`src/rtl/ram_tester_pkg.sv`:
```
package ram_tester_pkg;
  typedef enum logic [2:0] {
    ST_IDLE = 3'd0,
    ST_RD0  = 3'd1,
    ST_WR1  = 3'd2,
    ST_RD1  = 3'd3,
    ST_CK1  = 3'd4,
    ST_RD2  = 3'd5,
    ST_CK2  = 3'd6,
    ST_DONE = 3'd7
  } tstate_t;
endpackage

```
`src/rtl/ram_tester_fsm.sv`:
```
module ram_tester_fsm
  import ram_tester_pkg::*;
(
  input  logic    clk,
  input  logic    rst_n,
  input  logic    start_acc_i,
  input  logic    finish_i,
  output tstate_t state_o
);
  tstate_t st_q, st_d;

  always_comb begin
    st_d = st_q;
    case (st_q)
      ST_IDLE: if (start_acc_i) st_d = ST_RD0;
      ST_RD0:  st_d = ST_WR1;
      ST_WR1:  st_d = ST_RD1;
      ST_RD1:  st_d = ST_CK1;
      ST_CK1:  st_d = ST_RD2;
      ST_RD2:  st_d = ST_CK2;
      ST_CK2:  st_d = finish_i ? ST_DONE : ST_RD0;
      ST_DONE: if (start_acc_i) st_d = ST_RD0;
      default: st_d = ST_IDLE;
    endcase
  end

  always_ff @(posedge clk or negedge rst_n) begin
    if (!rst_n) st_q <= ST_IDLE;
    else        st_q <= st_d;
  end

  assign state_o = st_q;
endmodule

```
`src/rtl/ram_tester_addr.sv`:
```
module ram_tester_addr #(
  parameter int ADDR_W = 4
) (
  input  logic              clk,
  input  logic              rst_n,
  input  logic              clr_i,
  input  logic              inc_i,
  output logic [ADDR_W-1:0] addr_o,
  output logic              last_o
);
  localparam logic [ADDR_W-1:0] TOP = {ADDR_W{1'b1}};

  logic [ADDR_W-1:0] addr_q, addr_d;
  logic              addr_en;

  assign addr_en = clr_i | inc_i;

  always_comb begin
    if (clr_i) addr_d = '0;
    else       addr_d = addr_q + 1'b1;
  end

  always_ff @(posedge clk or negedge rst_n) begin
    if (!rst_n)       addr_q <= '0;
    else if (addr_en) addr_q <= addr_d;
  end

  assign addr_o = addr_q;
  assign last_o = (addr_q == TOP);
endmodule

```
`src/rtl/ram_tester_dp.sv`:
```
module ram_tester_dp
  import ram_tester_pkg::*;
#(
  parameter int                DATA_W = 8,
  parameter logic [DATA_W-1:0] PAT_A  = 8'h55
) (
  input  logic              clk,
  input  logic              rst_n,
  input  tstate_t           state_i,
  input  logic              start_acc_i,
  input  logic              keep_i,
  input  logic [DATA_W-1:0] rdata_i,
  output logic              we_o,
  output logic [DATA_W-1:0] wdata_o,
  output logic              mismatch_o,
  output logic              err_o,
  output logic              keep_o
);
  localparam logic [DATA_W-1:0] PAT_B = ~PAT_A;

  logic [DATA_W-1:0] save_q;
  logic              save_en;
  logic              keep_q;
  logic              err_q, err_d, err_en;

  assign save_en = (state_i == ST_WR1);

  always_comb begin
    mismatch_o = 1'b0;
    if (state_i == ST_CK1) mismatch_o = (rdata_i != PAT_A);
    if (state_i == ST_CK2) mismatch_o = (rdata_i != PAT_B);
  end

  assign err_en = start_acc_i | mismatch_o;
  assign err_d  = ~start_acc_i;

  always_comb begin
    we_o    = 1'b0;
    wdata_o = '0;
    case (state_i)
      ST_WR1: begin we_o = 1'b1; wdata_o = PAT_A; end
      ST_CK1: begin we_o = 1'b1; wdata_o = PAT_B; end
      ST_CK2: begin we_o = 1'b1; wdata_o = keep_q ? save_q : '0; end
      default: ;
    endcase
  end

  always_ff @(posedge clk or negedge rst_n) begin
    if (!rst_n) begin
      save_q <= '0;
      keep_q <= 1'b0;
      err_q  <= 1'b0;
    end else begin
      if (save_en)     save_q <= rdata_i;
      if (start_acc_i) keep_q <= keep_i;
      if (err_en)      err_q  <= err_d;
    end
  end

  assign err_o  = err_q;
  assign keep_o = keep_q;
endmodule

```
`src/rtl/ram_sweep_tester.sv`:
```
module ram_sweep_tester
  import ram_tester_pkg::*;
#(
  parameter int                ADDR_W = 4,
  parameter int                DATA_W = 8,
  parameter logic [DATA_W-1:0] PAT_A  = 8'h55
) (
  input  logic              clk,
  input  logic              rst_n,
  input  logic              start_i,
  input  logic              keep_i,
  output logic [ADDR_W-1:0] mem_addr_o,
  output logic              mem_we_o,
  output logic [DATA_W-1:0] mem_wdata_o,
  input  logic [DATA_W-1:0] mem_rdata_i,
  output logic              done_o,
  output logic              fail_o
);
  logic    rs_meta_q, rs_q;
  tstate_t st;
  logic    start_acc, finish, last, mismatch, err_q, keep_q, inc;

  always_ff @(posedge clk or negedge rst_n) begin
    if (!rst_n) begin
      rs_meta_q <= 1'b0;
      rs_q      <= 1'b0;
    end else begin
      rs_meta_q <= 1'b1;
      rs_q      <= rs_meta_q;
    end
  end

  assign start_acc = start_i & ((st == ST_IDLE) | (st == ST_DONE));
  assign finish    = err_q | mismatch | last;
  assign inc       = (st == ST_CK2) & ~finish;

  ram_tester_fsm u_fsm (
    .clk         (clk),
    .rst_n       (rs_q),
    .start_acc_i (start_acc),
    .finish_i    (finish),
    .state_o     (st)
  );

  ram_tester_addr #(.ADDR_W(ADDR_W)) u_addr (
    .clk    (clk),
    .rst_n  (rs_q),
    .clr_i  (start_acc),
    .inc_i  (inc),
    .addr_o (mem_addr_o),
    .last_o (last)
  );

  ram_tester_dp #(.DATA_W(DATA_W), .PAT_A(PAT_A)) u_dp (
    .clk         (clk),
    .rst_n       (rs_q),
    .state_i     (st),
    .start_acc_i (start_acc),
    .keep_i      (keep_i),
    .rdata_i     (mem_rdata_i),
    .we_o        (mem_we_o),
    .wdata_o     (mem_wdata_o),
    .mismatch_o  (mismatch),
    .err_o       (err_q),
    .keep_o      (keep_q)
  );

  assign done_o = (st == ST_DONE);
  assign fail_o = done_o & err_q;
endmodule

```
`config.mk`:
```
export PLATFORM = sky130hd
export DESIGN_NAME = ram_sweep_tester
export DESIGN_NICKNAME = d
export VERILOG_FILES = /design/src/rtl/ram_tester_pkg.sv /design/src/rtl/ram_tester_fsm.sv /design/src/rtl/ram_tester_addr.sv /design/src/rtl/ram_tester_dp.sv /design/src/rtl/ram_sweep_tester.sv
export SDC_FILE = /design/constraint.sdc
export NUM_CORES = 1
export LEC_CHECK = 0
export ABC_CLOCK_PERIOD_IN_PS = 1400
export BUFFER_PORTS_ARGS = -buffer_cell sky130_fd_sc_hd__buf_2
export CAP_MARGIN = 20
export CORE_UTILIZATION = 50
export CTS_CLUSTER_DIAMETER = 200
export DETAILED_ROUTE_END_ITERATION = 6
export PLACE_DENSITY = 0.77
export SETUP_SLACK_MARGIN = 0.05
export SYNTH_ARGS = -nofsm -noshare
export SYNTH_HDL_FRONTEND = slang
export SYNTH_SLANG_ARGS = --single-unit
```
`constraint.sdc`:
```
create_clock -name clk -period 1.4 [get_ports clk]
set_clock_uncertainty 0.2 [all_clocks]
set_input_delay 0.21 -clock clk [delete_from_list [all_inputs] [get_ports clk]]
set_output_delay 0.21 -clock clk [all_outputs]
set_load 0.1 [all_outputs]
```
==> results of run 1 <==
## cell families after synthesis
group                    count (synthesis)  share of synthesized area
adder cells (fa/ha/maj)                  1                    0.01251
flip-flops                              19                     0.4756
AND/OR/NAND/NOR                         34                     0.2153
AO/OA/AOI/OAI                           22                     0.1389
XOR/XNOR                                 1                   0.008763
buffers and inverters                    7                    0.03379
other                                    1                   0.003751
multiplexers                            10                     0.1114
## per-stage QoR
step | hold WS [ns] | setup TNS, ns | cell area, µm² | std cells
after global placement | -0.2011 | -3.170 | 1768 | 164
after floorplan | -0.2856 | -5.925 | 1237 | 95
## synth_stat cells, types with 2 or more instances
cell	instances	area share
nor4bb_1	2	0.020
mux2_1	2	0.023
dfrtp_1	19	0.48
or3_1	2	0.013
a21oi_1	13	0.065
a211oi_1	2	0.015
clkbuf_1	3	0.011
and3_1	2	0.013
nor3_1	2	0.010
nor2_1	5	0.019
nand2b_1	2	0.013
nand2_1	9	0.034
nor2b_1	2	0.013
and4bb_2	2	0.025
mux2_2	7	0.079
o21ai_0	3	0.015
inv_1	2	0.0075
==> results_dict.tcl, run 1 <==
set metrics [dict create \
    outcome "did not finish" \
    stop_stage "detailed placement (3_5_place_dp)" \
    tool.error "[ERROR DPL-0033] detailed placement checks failed during check placement." \
    dominantRegCellSynth "dfrtp_1" \
    synth.yosys.warnings 0 \
    synthArstFlopShare 1.000 \
    synth_seq_area_share 0.4756 \
    port_buffers 26 \
    number_of_synthesized_flops_with_an_enable_pin 0 \
    synth.distinct_cells 33 \
    dpl.hpwl_um 3416 \
    post_synth_inst_count 95 \
    die_y_um 46.72 \
    gp_congestion 0.7834 \
    die-width_um 46.72 \
    syn_nets 108 \
    synth_seq_cells 19 \
    floorplan.rows 15 \
    ioPinCount 27 \
    netlist_area_um2 999.7 \
    postSynthAreaPerCell_um2 10.52 \
    floorplan.initialDensity 0.5549 \
]
==> inputs of run 2 (changes only) <==
CORE_AREA = 2 2 63 65   (was default)
CORE_UTILIZATION = default   (was 50)
CTS_CLUSTER_DIAMETER = default   (was 200)
DIE_AREA = 0 0 65 67   (was default)
PLACE_DENSITY = default   (was 0.77)
PLACE_DENSITY_LB_ADDON = 0.15   (was default)
SETUP_SLACK_MARGIN = default   (was 0.05)
==> results_dict.tcl, run 2 <==
set metrics [dict create \
    dominantRegCellSynth "dfrtp_1" \
    detailroute.via_count 952 \
    power.static_leakage_nw 0.8779 \
    synthArstFlopShare 1.000 \
    min_delay_worst_endpoint "u_dp.save_q[6]" \
    synth_seq_area_share 0.4756 \
    violations "negative setup slack" \
    synth.most_common_cell "dfrtp_1" \
    worst_ep_required_time_ns 0.99 \
    netlist_area_um2 999.7 \
    setup_total_negative_slack_ns -7.033 \
    worst_r2r_path_depth 5 \
    postSynthAreaPerCell_um2 10.52 \
    registers.top_by_ff_count "u_dp.save_q" \
    period_share 1.247 \
    synth_top_family_by_area "simple AND/OR/NAND/NOR gates" \
    antenna_found_initial 0 \
    cts.sink_count 19 \
    slew_headroom 0.6590 \
    clockRootBuffer "clkbuf_8" \
    placement.setup.worst_slack_ns -0.2863 \
    synth_simple_gate_area_frac 0.2153 \
    outcome "finished with violations" \
    grt_pass1_vias 1004 \
    final.min_clock_period_ns 1.745 \
    drt-pass1-iter-count 4 \
    area_added_between_synthesis_and_finish_pct 105.1 \
    die_y_um 67 \
    clk_path_buf_depth 2 \
    dr.first_iter.drc_count 25 \
    post_synth_fa_ha_maj_area_fraction 0.01252 \
    ioPinCount 27 \
    final-instance-count-excl-fill 208 \
    tritoncts "done" \
    ir_drop_v 0.0009598 \
    antenna_cells 0 \
    post_synth_inst_count 95 \
    synth.distinct_cells 33 \
    end_kind "output pin" \
    setup_viol_count_final 29 \
    numCtsBuffers 3 \
    crit_path_max_fanout 4 \
    clk-insertion-delay-late_ns 0.25 \
    netlist.area_leader.share 0.4756 \
    gp_congestion 0.7405 \
    number_of_synthesized_flops_with_an_enable_pin 0 \
    cp_data_arrival_time_ns 1.34 \
    clk_pin_slew_ns 0.07 \
    postLayoutCellArea_um2 2051 \
    grt_max_degree 12 \
    synth.area.mux_share 0.1114 \
    largest_register_ffs 8 \
    cts-htree-levels 1 \
    grt_use_total 0.1459 \
    drc_errors 0 \
    synth_top_area_cell "dfrtp_1" \
    min-delay-start "mem_rdata_i[6]" \
    placeableCoreArea_um2 3606 \
    route.detailed.vias_per_inst 4.577 \
    top_library_cells_by_usage_in_the_layout_fill_and_taps_aside "buf_4 (27), buf_12 (18), buf_2 (11), dfrtp_1 (11)" \
    port_buffers 26 \
    synth_seq_cells 19 \
    final_common_cell "buf_4" \
    dpl.hpwl_um 2094 \
    reg2reg_to "u_addr.addr_o[2]" \
    dp_cells 195 \
    num-fill-cells 313 \
    syn_nets 108 \
    floorplan.initialDensity 0.2772 \
    hold_viol_final 0 \
    cap_viol_max_count 0 \
    final_critical_path_setup_slack_ns -0.3452 \
    die-area_um2 4355 \
    drtAntennaViolNets 0 \
    floorplan.rows 22 \
    power-per-cell-area_nw_per_um2 2397 \
    yosys.area_share.xor_xnor 0.008761 \
    worstSetupPathType "flip-flop to output pin" \
    dpl_cell_area_um2 1857 \
    synth.area.top_cells "dfrtp_1 (48%), mux2_2 (7.9%), a21oi_1 (6.5%), nand2_1 (3.4%), and4bb_2 (2.5%)" \
    global_route_wire_length_before_repair_um 4892 \
    synth_top_cells_by_count "dfrtp_1 (19), a21oi_1 (13), nand2_1 (9)" \
    synth.yosys.warnings 0 \
    worst_slew_pin_slew_ns 0.5047 \
    grt_setup_unrepaired "yes" \
    post_route_cells_drive_above_1_share 0.7063 \
    wirelength_um 2819 \
    maxSlewViolCount 0 \
    min_path_cells 2 \
    grt-ovfl-total 0 \
    design.final.nets 174 \
    die-width_um 65 \
    hold_path_class "input pin to flip-flop" \
    worst_setup_path_start_kind "flip-flop" \
    rr_startpoint "u_addr.addr_o[1]" \
    average_detailed_routed_wire_length_per_instance_um 13.55 \
    r2r_slack_ns -0.30 \
    synth_compound_area_frac 0.1389 \
    achievable-frequency_mhz 573.0 \
]
-- run 2: cell counts after synthesis --
Identical to the previous run, type by type.
-- run 2: repair_timing --
item	in CTS	in global routing
endpoints found under the setup margin	31	32
hold buffers	3	0
pin swaps	5	1
endpoints found under the hold margin	20	0
setup buffers	4	5
resized for setup	11	11
-- run 2: report_power, final --
part	internal (W)	switching, W	total [W]
clock	0.000198	0.000187	0.000385
sequential	0.000755	0.000203	0.000958
combinational	0.00161	0.00197	0.00357
-- run 2: logic make-up after synthesis --
logic type	count (synthesis)
mux	10
compound gates	22
simple gates	34
other cells	1
buf+inv	7
flops	19
xor+xnor	1
fa+ha+maj	1
-- run 2: area by class of cell --
| type | instances | area, µm² | area share |
|---|---|---|---|
| multi-input cells | 69 | 719.4 | 0.3508 |
| well taps | 48 | 60.06 | 0.02929 |
| clock buffers | 3 | 41.29 | 0.02013 |
| clock inverters | 1 | 5.005 | 0.002441 |
| inverters | 2 | 7.507 | 0.003661 |
| repair buffers | 66 | 726.9 | 0.3545 |
| flip-flops and latches | 19 | 490.5 | 0.2392 |
-- run 2: worst max-delay path, stage by stage, from the launching register on --
cell      delay [ns]
dfrtp_2         0.43
nand2b_4        0.18
buf_12          0.13
a21oi_4         0.14
buf_12          0.19
-- run 2: per-layer routing --
layer	up-vias	GRT usage	share of wire	wire length, µm
met1	463	0.1792	0.44	1234
li1	469	-	-	-
met5	-	0	0	0
met2	18	0.2693	0.53	1484
met4	0	0.04255	0.0089	25
met3	2	0.01351	0.027	75
-- run 2: worst max path at each step --
stage,start,end,slack [ns],cells past startpoint
global placement,u_addr.addr_o[1],u_addr.addr_o[2],-0.24,5
CTS,u_fsm.state_o[0],mem_wdata_o[4],-0.37,4
floorplan,u_addr.addr_o[1],u_addr.addr_o[2],-0.46,5
global route,u_fsm.state_o[0],mem_wdata_o[4],-0.40,4
detailed placement,u_addr.addr_o[1],u_addr.addr_o[2],-0.29,5
finish,u_fsm.state_o[0],mem_wdata_o[2],-0.35,4
-- run 2: through the flow --
stage,hold WS (ns),total power (W),util
CTS,0.01406,0.004886,0.5562
finish,0.01553,0.004915,0.5687
floorplan,-0.2856,0.003244,-
global placement,-0.2044,0.004294,0.5149
global route,0.02612,0.005143,0.5687
detailed placement,-0.2042,0.004332,0.5149
No activity file was read; power rests on OpenSTA's default activity.
